===== config.mk =====
export PLATFORM = sky130hd
export DESIGN_NAME = irq_agg_bank
export DESIGN_NICKNAME = d
export VERILOG_FILES = /design/src/rtl/irq_agg_pkg.sv /design/src/rtl/irq_agg_ctrl.sv /design/src/rtl/irq_agg_dp.sv /design/src/rtl/irq_agg_bank.sv
export SDC_FILE = /design/constraint.sdc
export NUM_CORES = 1
export LEC_CHECK = 0
export CELL_PAD_IN_SITES_DETAIL_PLACEMENT = 1
export CELL_PAD_IN_SITES_GLOBAL_PLACEMENT = 2
export CORE_AREA = 2 2 146 148
export CTS_CLUSTER_DIAMETER = 40
export DETAILED_ROUTE_END_ITERATION = 10
export DIE_AREA = 0 0 148 150
export GPL_TIMING_DRIVEN = 0
export PLACE_DENSITY = 0.95
export SLEW_MARGIN = 20
export SYNTH_ARGS = -nofsm -noshare
export SYNTH_HDL_FRONTEND = slang
export SYNTH_SLANG_ARGS = --single-unit

===== constraint.sdc =====
create_clock -name clk -period 8.5 [get_ports clk]
set_input_delay 1.7 -clock clk [delete_from_list [all_inputs] [get_ports clk]]
set_output_delay 1.7 -clock clk [all_outputs]
set_load 0.02 [all_outputs]

===== src/rtl/irq_agg_pkg.sv =====
package irq_agg_pkg;
  // Configuration of the aggregator slice
  localparam int BANK_W      = 32;
  localparam int NUM_BANKS   = 2;
  localparam int BANK_STRIDE = 'h18;
  localparam int ADDR_W      = 6;
  localparam int NUM_SRC     = BANK_W * NUM_BANKS;
  localparam int BANK_IDX_W  = (NUM_BANKS > 1) ? $clog2(NUM_BANKS) : 1;

  // Register offsets inside one bank
  localparam int OFF_STATUS = 'h00;
  localparam int OFF_RAW    = 'h04;
  localparam int OFF_EN_SET = 'h08;
  localparam int OFF_EN_CLR = 'h0C;
  localparam int OFF_SW_SET = 'h10;
  localparam int OFF_SW_CLR = 'h14;

  typedef enum logic [1:0] {
    RD_NONE   = 2'd0,
    RD_STATUS = 2'd1,
    RD_RAW    = 2'd2
  } rdKind_e;

  typedef struct packed {
    logic [NUM_BANKS-1:0]  enSet;
    logic [NUM_BANKS-1:0]  enClr;
    logic [NUM_BANKS-1:0]  swSet;
    logic [NUM_BANKS-1:0]  swClr;
    logic [BANK_IDX_W-1:0] rdBank;
    rdKind_e               rdKind;
  } ctrlStrobe_t;
endpackage


===== src/rtl/irq_agg_ctrl.sv =====
module irq_agg_ctrl
  import irq_agg_pkg::*;
(
  input  logic              clk,
  input  logic              rstN,
  input  logic              busWe,
  input  logic              busRe,
  input  logic [ADDR_W-1:0] busAddr,
  output ctrlStrobe_t       strb
);
  localparam int SPAN = NUM_BANKS * BANK_STRIDE;

  int addrInt;
  int offs;

  always_comb begin
    strb    = '0;
    addrInt = int'(busAddr);
    offs    = 0;
    if (busAddr[1:0] == 2'b00 && addrInt < SPAN) begin
      for (int b = 0; b < NUM_BANKS; b++) begin
        if (addrInt >= b * BANK_STRIDE && addrInt < (b + 1) * BANK_STRIDE) begin
          offs = addrInt - b * BANK_STRIDE;
          if (busWe) begin
            strb.enSet[b] = (offs == OFF_EN_SET);
            strb.enClr[b] = (offs == OFF_EN_CLR);
            strb.swSet[b] = (offs == OFF_SW_SET);
            strb.swClr[b] = (offs == OFF_SW_CLR);
          end
          if (busRe) begin
            strb.rdBank = BANK_IDX_W'(b);
            if (offs == OFF_STATUS)   strb.rdKind = RD_STATUS;
            else if (offs == OFF_RAW) strb.rdKind = RD_RAW;
          end
        end
      end
    end
  end

  // One write reaches at most one register of one bank
  AST_ONE_TARGET: assert property (@(posedge clk) disable iff (!rstN)
    $onehot0({strb.enSet, strb.enClr, strb.swSet, strb.swClr}));

  // No write strobe without a bus write
  AST_NO_SPURIOUS_WR: assert property (@(posedge clk) disable iff (!rstN)
    !busWe |-> ({strb.enSet, strb.enClr, strb.swSet, strb.swClr} == '0));
endmodule


===== src/rtl/irq_agg_dp.sv =====
module irq_agg_dp
  import irq_agg_pkg::*;
(
  input  logic               clk,
  input  logic               rstN,
  input  logic [NUM_SRC-1:0] srcIn,
  input  logic [BANK_W-1:0]  wrData,
  input  ctrlStrobe_t        strb,
  output logic [BANK_W-1:0]  rdData,
  output logic               irqOut
);
  logic [NUM_BANKS-1:0][BANK_W-1:0] enReg;
  logic [NUM_BANKS-1:0][BANK_W-1:0] swReg;
  logic [NUM_BANKS-1:0][BANK_W-1:0] rawVec;
  logic [NUM_BANKS-1:0][BANK_W-1:0] statVec;
  logic                              irqQ;

  for (genvar b = 0; b < NUM_BANKS; b++) begin : g_bank
    logic [BANK_W-1:0] enSetMask, enClrMask, swSetMask, swClrMask;

    assign enSetMask = strb.enSet[b] ? wrData : '0;
    assign enClrMask = strb.enClr[b] ? wrData : '0;
    assign swSetMask = strb.swSet[b] ? wrData : '0;
    assign swClrMask = strb.swClr[b] ? wrData : '0;

    always_ff @(posedge clk) begin
      if (!rstN) begin
        enReg[b] <= '0;
        swReg[b] <= '0;
      end else begin
        enReg[b] <= (enReg[b] | enSetMask) & ~enClrMask;
        swReg[b] <= (swReg[b] | swSetMask) & ~swClrMask;
      end
    end

    assign rawVec[b]  = srcIn[b*BANK_W +: BANK_W] | swReg[b];
    assign statVec[b] = rawVec[b] & enReg[b];

    AST_EN_SET_TAKES: assert property (@(posedge clk) disable iff (!rstN)
      strb.enSet[b] |=> ((enReg[b] & $past(wrData)) == $past(wrData)));

    AST_EN_CLR_TAKES: assert property (@(posedge clk) disable iff (!rstN)
      strb.enClr[b] |=> ((enReg[b] & $past(wrData)) == '0));

    AST_SW_SET_TAKES: assert property (@(posedge clk) disable iff (!rstN)
      strb.swSet[b] |=> ((swReg[b] & $past(wrData)) == $past(wrData)));

    AST_SW_CLR_TAKES: assert property (@(posedge clk) disable iff (!rstN)
      strb.swClr[b] |=> ((swReg[b] & $past(wrData)) == '0));

    AST_EN_HOLDS: assert property (@(posedge clk) disable iff (!rstN)
      !(strb.enSet[b] || strb.enClr[b]) |=> $stable(enReg[b]));

    AST_SW_HOLDS: assert property (@(posedge clk) disable iff (!rstN)
      !(strb.swSet[b] || strb.swClr[b]) |=> $stable(swReg[b]));
  end

  always_ff @(posedge clk) begin
    if (!rstN) irqQ <= 1'b0;
    else       irqQ <= |statVec;
  end
  assign irqOut = irqQ;

  always_comb begin
    unique case (strb.rdKind)
      RD_STATUS: rdData = statVec[strb.rdBank];
      RD_RAW:    rdData = rawVec[strb.rdBank];
      default:   rdData = '0;
    endcase
  end

  // All enables off leaves the line low after the next edge
  AST_QUIET_WHEN_MASKED: assert property (@(posedge clk) disable iff (!rstN)
    (enReg == '0) |=> !irqOut);
endmodule


===== src/rtl/irq_agg_bank.sv =====
module irq_agg_bank
  import irq_agg_pkg::*;
(
  input  logic               clk,
  input  logic               rstN,
  input  logic [NUM_SRC-1:0] srcIn,
  input  logic               busWe,
  input  logic               busRe,
  input  logic [ADDR_W-1:0]  busAddr,
  input  logic [BANK_W-1:0]  busWdata,
  output logic [BANK_W-1:0]  busRdata,
  output logic               irqOut
);
  ctrlStrobe_t strb;

  irq_agg_ctrl u_ctrl (
    .clk     (clk),
    .rstN    (rstN),
    .busWe   (busWe),
    .busRe   (busRe),
    .busAddr (busAddr),
    .strb    (strb)
  );

  irq_agg_dp u_dp (
    .clk    (clk),
    .rstN   (rstN),
    .srcIn  (srcIn),
    .wrData (busWdata),
    .strb   (strb),
    .rdData (busRdata),
    .irqOut (irqOut)
  );
endmodule


==> results_dict.tcl <==
set metrics [dict create \
    outcome "completed" \
    critPathKind "in2out" \
    boundaryPins 139 \
    postLayoutSetupSlackWorst_ns 0.9749 \
    drtIter0Drc 536 \
    maxCapViolations 0 \
    rsz0062_at_grt "no" \
    cts_tree "built" \
    initial_core_util_pct 32.59 \
    max_freq_mhz 132.9 \
    switching_share_pct 24.17 \
    setup_viol 0 \
    final_net_count 1027 \
    seqPwrFrac_pct 43.0 \
    antenna_found_initial 0 \
    cts.sinks 129 \
    p_comb_share_pct 8.8 \
    row_count 53 \
    reg2reg_from "u_dp.swReg[6]$_SDFF_PN0_" \
    yosysWarnings 0 \
    power.switching_uw 341.0 \
    fin_tns_setup_ns 0 \
    grt_usage_pct 25.62 \
    critPathLaunchType "primary input" \
    cp.required_ns 6.80 \
    cts_max_path_buffers 2 \
    skew_ns 0.007327 \
    layout-drive-gt1-share_pct 13.99 \
    cts_setup_buffers 0 \
    end_kind "output port" \
    via_per_inst 5.852 \
    p_leak_uw 0.002917 \
    final.min_clock_period_ns 7.525 \
    holdWs_ns 0.5170 \
    max_slew.worst_pin.slew_ns 0.9004 \
    path_max_fanout 10 \
    grt_max_degree 17 \
    n_antenna_cell 0 \
    timing.final.crit_share_pct 88.53 \
    ir_drop_uv 140.3 \
    chipHeight_um 150 \
    internal_power_uw 1070 \
    r2r_slack_ns 6.59 \
    worstSkewPairLatency_ns 0.43 \
    synth_top_area_share_pct 38.30 \
    die_area_sq_mm 0.02220 \
    synth_nets 903 \
    rr_worst_depth 4 \
    syn_avg_cell_area_sq_um 8.503 \
    dr.pass1.iters 5 \
    power_frac_clock_pct 48.2 \
    synthFlopType "dfxtp_1" \
    synth_cells 793 \
    ys_seq_area_share_pct 38.30 \
    slew_viol_final 0 \
    cts_resized 0 \
    place_congestion 0.8869 \
    vias 7046 \
    power_uw 1411 \
    max_slew_margin_pct 39.97 \
    synth_area_leaders "dfxtp_1 (38%), a21oi_1 (11%), a211oi_1 (11%)" \
    grt_pass1_wl_um 42500 \
    cts.htree.levels 4 \
    area_growth_pct 28.58 \
    worst_hold_path.endpoint "u_dp.enReg[2]$_SDFF_PN0_" \
    clockRootBuffer "clkbuf_16" \
    holdCritStartpoint "u_dp.enReg[2]$_SDFF_PN0_" \
    powerDensity_mw_per_mm2 162.8 \
    cp.arrival_ns 5.83 \
    dp_slack_ns 1.073 \
    io_buffers 105 \
    holdPathStages 2 \
    dp_hpwl_um 20560 \
    hold_violations 0 \
    rr_endpoint "u_dp.irqOut$_SDFF_PN0_" \
    async_flop_share_pct 0 \
    hold_buffers 0 \
    wl_per_cell_um 23.58 \
    overflow 0 \
    synth_edf_count 0 \
    grt_pass1_vias 7234 \
    synth-seq-cells 129 \
    drc 0 \
    synth_top_area_cell "dfxtp_1" \
    ant_nets 0 \
    hold_path.class "reg2reg" \
    ys_types 37 \
    cts_buffers 17 \
    core_sq_mm 0.02069 \
    cts.clk_slew.worst_paths_ns 0.05 \
    finalWirelength_um 28390 \
    syn-cell-area_sq_mm 0.006743 \
    die_x_um 148 \
]
[kinds of logic (layout without fill, tap and decap cells)]
| kind of cell | Yosys count | in the layout | share of synthesized area, % |
|---|---|---|---|
| buf+inv | 95 | 231 | 7.423 |
| flops | 129 | 129 | 38.30 |
| simple gates | 143 | 143 | 10.04 |
| mux | 32 | 32 | 4.750 |
| compound gates | 390 | 390 | 38.75 |
| fa+ha+maj | 4 | 4 | 0.7423 |
[flip-flops by register name, indices dropped and copies added (netlist names)]
register / flops
u_dp.enReg: 64
u_dp.swReg: 64
u_dp.irqOut: 1
[worst max-delay path, cell delays in order]
cell             delay [ns]
clkdlybuf4s50_1        0.62
ha_1                   0.23
inv_1                  0.05
ha_1                   0.31
o21ai_4                0.11
o32a_1                 0.20
o32ai_1                0.17
and3_1                 0.22
ha_1                   0.31
buf_1                  0.59
o311ai_0               0.32
a21oi_1                0.32
clkdlybuf4s50_1        0.66
[synth_stat cells, types with 2 or more instances]
cell / instances
a211oi_1: 98
a211oi_2: 30
a21oi_1: 150
a21oi_2: 10
buf_1: 3
buf_2: 37
buf_4: 14
buf_6: 6
clkbuf_1: 30
dfxtp_1: 129
ha_1: 4
inv_1: 5
mux2i_1: 32
nand2_1: 68
nand3_1: 2
nand4_1: 17
nor2_1: 36
nor3_1: 2
nor3b_1: 2
nor4_1: 4
nor4_4: 2
o21ai_0: 64
o311ai_0: 32
o32a_1: 2
or3_1: 2
[metrics by stage]
stage	utilization (%)	instances	instance area [sq um]
2_1_floorplan	-	793	6743
3_3_place_gp	39.33	1173	8138
3_5_place_dp	39.33	1173	8138
4_1_cts	41.90	1204	8670
5_1_grt	41.90	1204	8670
6_report	41.90	1204	8670
[metal layers]
metal | global-route usage (%) | vias up | part of all wire [%]
met3 | 4.848 | 54 | 6.4
li1 | - | 3255 | -
met4 | 10.76 | 0 | 2.8
met2 | 41.92 | 264 | 47
met1 | 33.14 | 3473 | 44
met5 | 0 | - | 0
[power groups by stage]
| stage | Combinational (uW) | Sequential, uW | Clock, uW |
|---|---|---|---|
| 5_1_grt | 132 | 607 | 709 |
| 3_3_place_gp | 120 | 620 | 0 |
| 6_report | 124 | 607 | 680 |
| 3_5_place_dp | 122 | 620 | 0 |
| 4_1_cts | 123 | 607 | 678 |
| 2_1_floorplan | 57.1 | 620 | 0 |
[worst max path at each step]
stage	slack [ns]	endpoint	depth (start not counted)	from
after floorplan	3.02	busRdata[0]	11	busAddr[3]
after global placement	1.16	busRdata[7]	13	busAddr[3]
after detailed placement	1.07	busRdata[12]	13	busAddr[3]
after CTS	1.02	busRdata[12]	13	busAddr[3]
after global routing	0.66	busRdata[12]	13	busAddr[3]
final	0.97	busRdata[12]	13	busAddr[3]
[layout make-up]
class / instances / area (sq um)
Multi-Input combinational cell: 569 / 3660
Inverter: 5 / 18.77
Buffer: 90 / 481.7
Timing Repair Buffer: 105 / 1051
Tap cell: 275 / 344.1
Clock buffer: 24 / 471.7
Sequential cell: 129 / 2582
Clock inverter: 7 / 60.06
Fill cell: 2496 / 12020
[cell usage in the layout, fill, tap and decap left out, types with 2 or more instances in the layout]
cell,Yosys,routed
nand3_1,2,2
nor2_1,36,36
a211oi_2,30,30
nand4_1,17,17
nor4_4,2,2
clkbuf_8,0,2
inv_1,5,5
clkbuf_16,0,17
clkinv_2,0,6
buf_2,37,37
dfxtp_1,129,129
o32a_1,2,2
clkdlybuf4s50_1,0,105
clkbuf_1,30,35
nor3_1,2,2
nor3b_1,2,2
a211oi_1,98,98
mux2i_1,32,32
buf_1,3,3
a21oi_1,150,150
o21ai_0,64,64
nand2_1,68,68
ha_1,4,4
o311ai_0,32,32
or3_1,2,2
nor4_1,4,4
buf_4,14,14
a21oi_2,10,10
buf_6,6,6
Note: power is estimated with default switching activity, not from simulation.
